**config.mk**
```make
export PLATFORM = sky130hd
export DESIGN_NAME = rds_blk_status
export DESIGN_NICKNAME = d
export VERILOG_FILES = /design/src/rtl/rds_blk_pkg.sv /design/src/rtl/rds_badbit_counter.sv /design/src/rtl/rds_blk_sequencer.sv /design/src/rtl/rds_blk_status.sv
export SDC_FILE = /design/constraint.sdc
export NUM_CORES = 1
export LEC_CHECK = 0
export ABC_AREA = 1
export BUFFER_PORTS_ARGS = -buffer_cell sky130_fd_sc_hd__buf_4
export CORE_UTILIZATION = 40
export CTS_BUF_LIST = sky130_fd_sc_hd__clkbuf_8 sky130_fd_sc_hd__clkbuf_16
export CTS_CLUSTER_SIZE = 40
export DETAILED_ROUTE_END_ITERATION = 12
export GPL_TIMING_DRIVEN = 0
export MAX_ROUTING_LAYER = met4
export PLACE_DENSITY = 0.64
export SLEW_MARGIN = 20
export SYNTH_ARGS = -nofsm -noshare
export SYNTH_HDL_FRONTEND = slang
export SYNTH_HIERARCHICAL = 1
export SYNTH_SLANG_ARGS = --single-unit
```
**constraint.sdc**
```tcl
create_clock -name clk -period 1.5 [get_ports clk]
set_clock_uncertainty 0.05 [all_clocks]
set_input_delay 0.15 -clock clk [delete_from_list [all_inputs] [get_ports clk]]
set_output_delay 0.15 -clock clk [all_outputs]
set_load 0.01 [all_outputs]
```
**src/rtl/rds_blk_pkg.sv**
```systemverilog
package rds_blk_pkg;
   localparam int BLK_W = 2;

   typedef enum logic [BLK_W-1:0] {
      BLK_A  = 2'b00,
      BLK_B  = 2'b01,
      BLK_CC = 2'b10,
      BLK_D  = 2'b11
   } blk_code_e;

   function automatic logic [BLK_W-1:0] blk_next(input logic [BLK_W-1:0] cur);
      return cur + 1'b1;
   endfunction
endpackage

```
**src/rtl/rds_badbit_counter.sv**
```systemverilog
module rds_badbit_counter #(
   parameter int CNT_W = 4
) (
   input  logic             clk,
   input  logic             rst_n,
   input  logic             inc,
   input  logic             clr,
   output logic [CNT_W-1:0] cnt_fin
);
   localparam logic [CNT_W-1:0] CNT_MAX = {CNT_W{1'b1}};

   logic [CNT_W-1:0] cnt_q;

   always_comb begin
      if (inc && (cnt_q != CNT_MAX)) cnt_fin = cnt_q + 1'b1;
      else                           cnt_fin = cnt_q;
   end

   always_ff @(posedge clk) begin
      if (!rst_n)   cnt_q <= '0;
      else if (clr) cnt_q <= '0;
      else          cnt_q <= cnt_fin;
   end

   p_sat_hold_r3: assert property (@(posedge clk) disable iff (!rst_n)
      (cnt_q == CNT_MAX && !clr) |=> (cnt_q == CNT_MAX))
      else $error("count left saturation");

   p_restart_r4: assert property (@(posedge clk) disable iff (!rst_n)
      clr |=> (cnt_q == '0))
      else $error("count not restarted after block");

   p_step_r2: assert property (@(posedge clk) disable iff (!rst_n)
      (!clr && !inc) |=> $stable(cnt_q))
      else $error("count moved without bad bit");
endmodule

```
**src/rtl/rds_blk_sequencer.sv**
```systemverilog
module rds_blk_sequencer
   import rds_blk_pkg::*;
(
   input  logic             clk,
   input  logic             rst_n,
   input  logic             adv,
   output logic [BLK_W-1:0] exp_blk
);
   always_ff @(posedge clk) begin
      if (!rst_n)   exp_blk <= BLK_A;
      else if (adv) exp_blk <= blk_next(exp_blk);
   end

   p_seq_step_r7: assert property (@(posedge clk) disable iff (!rst_n)
      adv |=> (exp_blk == BLK_W'($past(exp_blk) + 1)))
      else $error("expected block did not step");

   p_seq_hold_r7: assert property (@(posedge clk) disable iff (!rst_n)
      !adv |=> $stable(exp_blk))
      else $error("expected block moved without strobe");
endmodule

```
**src/rtl/rds_blk_status.sv**
```systemverilog
module rds_blk_status
   import rds_blk_pkg::*;
#(
   parameter int QU_W     = 4,
   parameter bit HAS_SYNC = 1'b1,
   localparam int ST_W    = QU_W + BLK_W + 2
) (
   input  logic            clk,
   input  logic            rst_n,
   input  logic            bit_stb,
   input  logic            bit_bad,
   input  logic            blk_stb,
   input  logic [1:0]      blk_type,
   input  logic            blk_is_e,
   input  logic            syn_ok,
   input  logic            sync_mode,
   output logic [ST_W-1:0] status
);
   localparam int Q_LO = BLK_W + 2;

   generate
      if (QU_W < 2 || QU_W > 8) begin : g_bad_qu_w
         $error("QU_W must lie in 2..8");
      end
   endgenerate

   logic [QU_W-1:0]  q_fin;
   logic [BLK_W-1:0] blk_rep;
   logic [ST_W-1:0]  st_q;

   rds_badbit_counter #(.CNT_W(QU_W)) u_cnt (
      .clk     (clk),
      .rst_n   (rst_n),
      .inc     (bit_stb & bit_bad),
      .clr     (blk_stb),
      .cnt_fin (q_fin)
   );

   generate
      if (HAS_SYNC) begin : g_sync
         logic [BLK_W-1:0] exp_blk;
         rds_blk_sequencer u_seq (
            .clk     (clk),
            .rst_n   (rst_n),
            .adv     (blk_stb),
            .exp_blk (exp_blk)
         );
         assign blk_rep = sync_mode ? exp_blk : blk_type;
      end else begin : g_nosync
         assign blk_rep = blk_type;
      end
   endgenerate

   always_ff @(posedge clk) begin
      if (!rst_n)       st_q <= '0;
      else if (blk_stb) st_q <= {q_fin, blk_rep, blk_is_e, syn_ok};
   end

   assign status = st_q;

   p_hold_r8: assert property (@(posedge clk) disable iff (!rst_n)
      !blk_stb |=> $stable(status))
      else $error("status changed without block strobe");

   p_flags_r6: assert property (@(posedge clk) disable iff (!rst_n)
      blk_stb |=> (status[1:0] == {$past(blk_is_e), $past(syn_ok)}))
      else $error("flag capture mismatch");

   p_type_r5: assert property (@(posedge clk) disable iff (!rst_n)
      (blk_stb && !sync_mode) |=> (status[Q_LO-1:2] == $past(blk_type)))
      else $error("detected type not captured");

   p_last_bad_r4: assert property (@(posedge clk) disable iff (!rst_n)
      (blk_stb && bit_stb && bit_bad) |=> (status[ST_W-1:Q_LO] != '0))
      else $error("final bad bit lost");
endmodule

```
== Word-level counts from Yosys, hierarchy flattened ==
Cells that the tools add are included.

* Flip-flop bits (word level): 14
* Output and inout bits: 8

* $add $sub $neg: 2
* Equal/unequal tests: 1
* Mux-type cells: 2
* Bitwise logic cells: 2
* Reduce and logical (&&, ||, !) cells: 2

{| class="wikitable"
|+ Operator list
! cell !! number
|-
| adder 4 x 1 -> 4 bit, second input constant || 1
|-
| two-way mux 4 bit || 1
|-
| != test 4 bit, second input constant || 1
|-
| adder 2 x 1 -> 2 bit, second input constant || 1
|-
| two-way mux 2 bit || 1
|-
| OR reduction 2 bit || 1
|-
| bitwise AND 1 bit || 1
|-
| logical AND 1 bit || 1
|-
| NOT 1 bit || 1
|}

== Depth between registers and ports, before layout ==
* Depth in word-level cells: 3
* Mapped depth: 8
* Gate-level depth less buffers: 8

== By module ==
The synthesis kept the hierarchy.

{| class="wikitable"
|+ Modules (own cells, without submodules)
! module !! instances !! cells each !! area each (sq um) !! sequential area each (sq um)
|-
| rds_blk_status || 1 || 46 || 320.3 || 160.2
|-
| rds_badbit_counter || 1 || 33 || 217.7 || 80.1
|-
| rds_blk_sequencer || 1 || 10 || 72.6 || 40.0
|}

== Least setup slack after synthesis ==
OpenSTA, ideal clock, no wires.

* Kind: flip-flop to flip-flop
* Start point: register u_cnt.cnt_q[0]
* End point: register st_q[5], in the netlist status[5]
* Library setup time: 0.116 ns
* Arrival: 1.068 ns
* Setup slack: 0.266 ns
* Stages on the path, launching flop included: 8
* Buffers on the path: 0
* Period minus slack after synthesis: 1.234 ns
* Cell sequence: dfxtp_1 > ha_1 > nand3_1 > nand2_2 > o21ai_0 > inv_1 > nor2_1 > nor2_1

* Longest elaborated chain between the ends: 3

{| class="wikitable"
|+ RTL lines
! item !! line !! source
|-
| start, declared || rds_badbit_counter.sv:12 || <nowiki>logic [CNT_W-1:0] cnt_q;</nowiki>
|-
| start signal, assigned || rds_badbit_counter.sv:22 || <nowiki>else cnt_q <= cnt_fin;</nowiki>
|-
| parallel branches: the longest is 2 deep, another holds adder 4 x 1 -> 4 bit || -- ||
|-
| two-way mux 4 bit (*) || rds_badbit_counter.sv:15 || <nowiki>if (inc && (cnt_q != CNT_MAX)) cnt_fin = cnt_q + 1'b1;</nowiki>
|-
| net q_fin[1] || rds_blk_status.sv:27 || <nowiki>logic [QU_W-1:0] q_fin;</nowiki>
|-
| end signal, assigned || rds_blk_status.sv:56 || <nowiki>else if (blk_stb) st_q <= {q_fin, blk_rep, blk_is_e, syn_ok};</nowiki>
|-
| end, declared || rds_blk_status.sv:29 || <nowiki>logic [ST_W-1:0] st_q;</nowiki>
|}

Mark *: on every way through the listed nets, which the timed path passes.
A chain may end at the register's enable or synchronous reset.

== Worst setup path after layout ==
Ends and elaborated chain as after synthesis.

==> qor.yml <==
synthesis:
  syn_area_per_cell_um2: 6.861
  syn_nets: 100
  synth_area_um2: 610.6
  ys_seq_area_share_pct: 45.90
  yosys_warnings: 6
  syn_inst: 89
  ys_seq_elements: 14
  ys_types: 13
routing:
  first_iter_violations: 10
  firstDrtPassIters: 2
  route.vias.total: 547
  routed_via_density: 4.411
  avgRoutedWirePerCell_um: 9.266
  wl_mm: 1.149
  drc: 0
  drtAntennaViolNets: 0
worst_setup_path:
  cp.arrival_ns: 1.42
  worstSetupStartpointType: "flip-flop"
  crit_path_end_kind: "flip-flop"
  criticalPathCategory: "reg -> reg"
  crit_required_ns: 1.58
  critical_path.max_fanout: 4
cts:
  cts.sinks: 14
  h-tree-depth: 1
  clockBufferDepth: 2
  clk_pin_slew_ns: 0.06
  cts_tree: "yes"
  hold_buffers: 0
  insertion_delay_ns: 0.24
  cts_setup_buffers: 0
  ctsResizeCount: 0
  root_buffer: "clkbuf_8"
  cts_buffers: 3
placed_design:
  gp_congestion: 0.7435
  dp_hpwl_um: 892.7
  io_buffers: 17
  place_area_um2: 757.0
  place_ws_ns: 0.1216
sta:
  fmax_ghz: 0.7452
  worstMarginPinSlew_ns: 0.2215
  fin_setup_tns_ns: 0
  setup_slack_ns: 0.1582
  drv_slew: 0
  final-hold-violation-count: 0
  timing.slew.headroom_pct: 85.08
  rsz0062_at_grt: "false"
  period_needed_ns: 1.342
  period_share_pct: 89.46
  setup_viol: 0
global_route:
  grt_max_degree: 11
  grt_pass1_wl_mm: 1.718
  grt.total_usage_pct: 16.53
  first_global_vias: 408
  antenna_found_initial: 0
  gr-total-overflow: 0
job:
  max_cap_viol_count: 0
finish:
  nets: 122
  drive_gt1_share_pct: 22.02
  fillers: 131
  syn2layout_area_growth_pct: 30.74
  fin_area_um2: 798.3
  regArea_um2: 280.3
  multi_input_comb_area_um2: 266.5
  antennaDiodeCount: 0
  postLayoutCoreUtil_pct: 58.42
floorplanning:
  fp-row-count: 13
  die_w_um: 41.07
  die_h_um: 41.07
  start_util_pct: 44.69
  ios: 18
  coreArea_um2: 1366
  dieArea_um2: 1687
worst_hold_path:
  hold_class: "in -> reg"
run_status:
  status: "finished, final reports clean"
power_and_ir_drop:
  p_leak_uw: 0.0004335
  p_per_area_nw_per_um2: 1015
  ir_drop_v: 0.0006299
-- layer usage --
metal	global-route usage [%]	routed length, µm	up-vias
li1	-	-	310
met1	21.97	601	224
met2	21.48	492	11
met3	6.522	49	2
met4	7.500	6	0
met5	-	0	-
-- registers in the layout, indices dropped and copies added, names as in the netlist --
register / cells
status: 8
u_cnt/cnt_q: 4
g_sync.u_seq/exp_blk: 2
-- per-stage QoR --
| step | hold WS, ns | instances | total power, µW |
|---|---|---|---|
| 2_1_floorplan | 0.2204 | 89 | 464.3 |
| 3_3_place_gp | 0.3232 | 121 | 515.8 |
| 3_5_place_dp | 0.3310 | 121 | 518.2 |
| 4_1_cts | 0.08431 | 124 | 814.0 |
| 5_1_grt | 0.09139 | 124 | 844.7 |
| 6_report | 0.08271 | 124 | 810.5 |
-- worst paths after layout --
check	start	endpoint	slack, ns	depth (start not counted)
max	u_cnt/cnt_q[0]	status[5]	0.16	7
min	blk_is_e	status[1]	0.08	3
max reg2reg	u_cnt/cnt_q[0]	status[5]	0.16	7
min reg2reg	status[1]	status[1]	0.45	2
-- critical path, stage by stage (launching register included) --
cell	delay [ns]
dfxtp_1	0.33
ha_1	0.23
nand3_1	0.11
nand2_2	0.09
o21ai_0	0.22
inv_1	0.06
nor2_1	0.10
nor2_1	0.06
-- Yosys cell counts --
library cell  number  area [µm²]
a21oi_1            1       5.000
buf_6              1       11.26
dfxtp_1           14       280.3
ha_1               1       12.51
inv_1             14       52.55
nand2_1           18       67.56
nand2_2            1       6.260
nand3_1            5       25.02
nand4_1            1       6.260
nor2_1            22       82.58
nor2_2             2       12.51
o21ai_0            8       40.04
xor2_1             1       8.760
-- cell usage in the layout (no fill, tap or decap), drive strengths merged --
| master | n |
|---|---|
| nor2 | 24 |
| nand2 | 19 |
| buf | 18 |
| inv | 14 |
| dfxtp | 14 |
| o21ai | 8 |
| nand3 | 5 |
| clkbuf | 3 |
| a21oi | 1 |
| xor2 | 1 |
| nand4 | 1 |
| ha | 1 |
-- layout make-up --
type	instances	area share (%)
flip-flops and latches	14	35.11
repair buffers	17	15.99
multi-input cells	60	33.39
clock buffers	3	5.172
well taps	15	2.351
inverters	14	6.583
plain buffers	1	1.411
-- power breakdown --
part | internal (µW) | switching [µW] | leakage, µW
sequential | 392 | 12.2 | 0.000115
clock | 177 | 124 | 0.0000216
combinational | 53.0 | 52.3 | 0.000297
total | 622 | 188 | 0.000433
-- logic make-up (layout without fill, tap and decap cells) --
kind of cell | Yosys count | count (layout) | share of synthesized area, %
compound gates | 9 | 9 | 7.377
fa+ha+maj | 1 | 1 | 2.049
simple gates | 49 | 49 | 32.79
xor+xnor | 1 | 1 | 1.435
buf+inv | 15 | 35 | 10.45
flops | 14 | 14 | 45.90
Power figures use the tool's default switching activity.
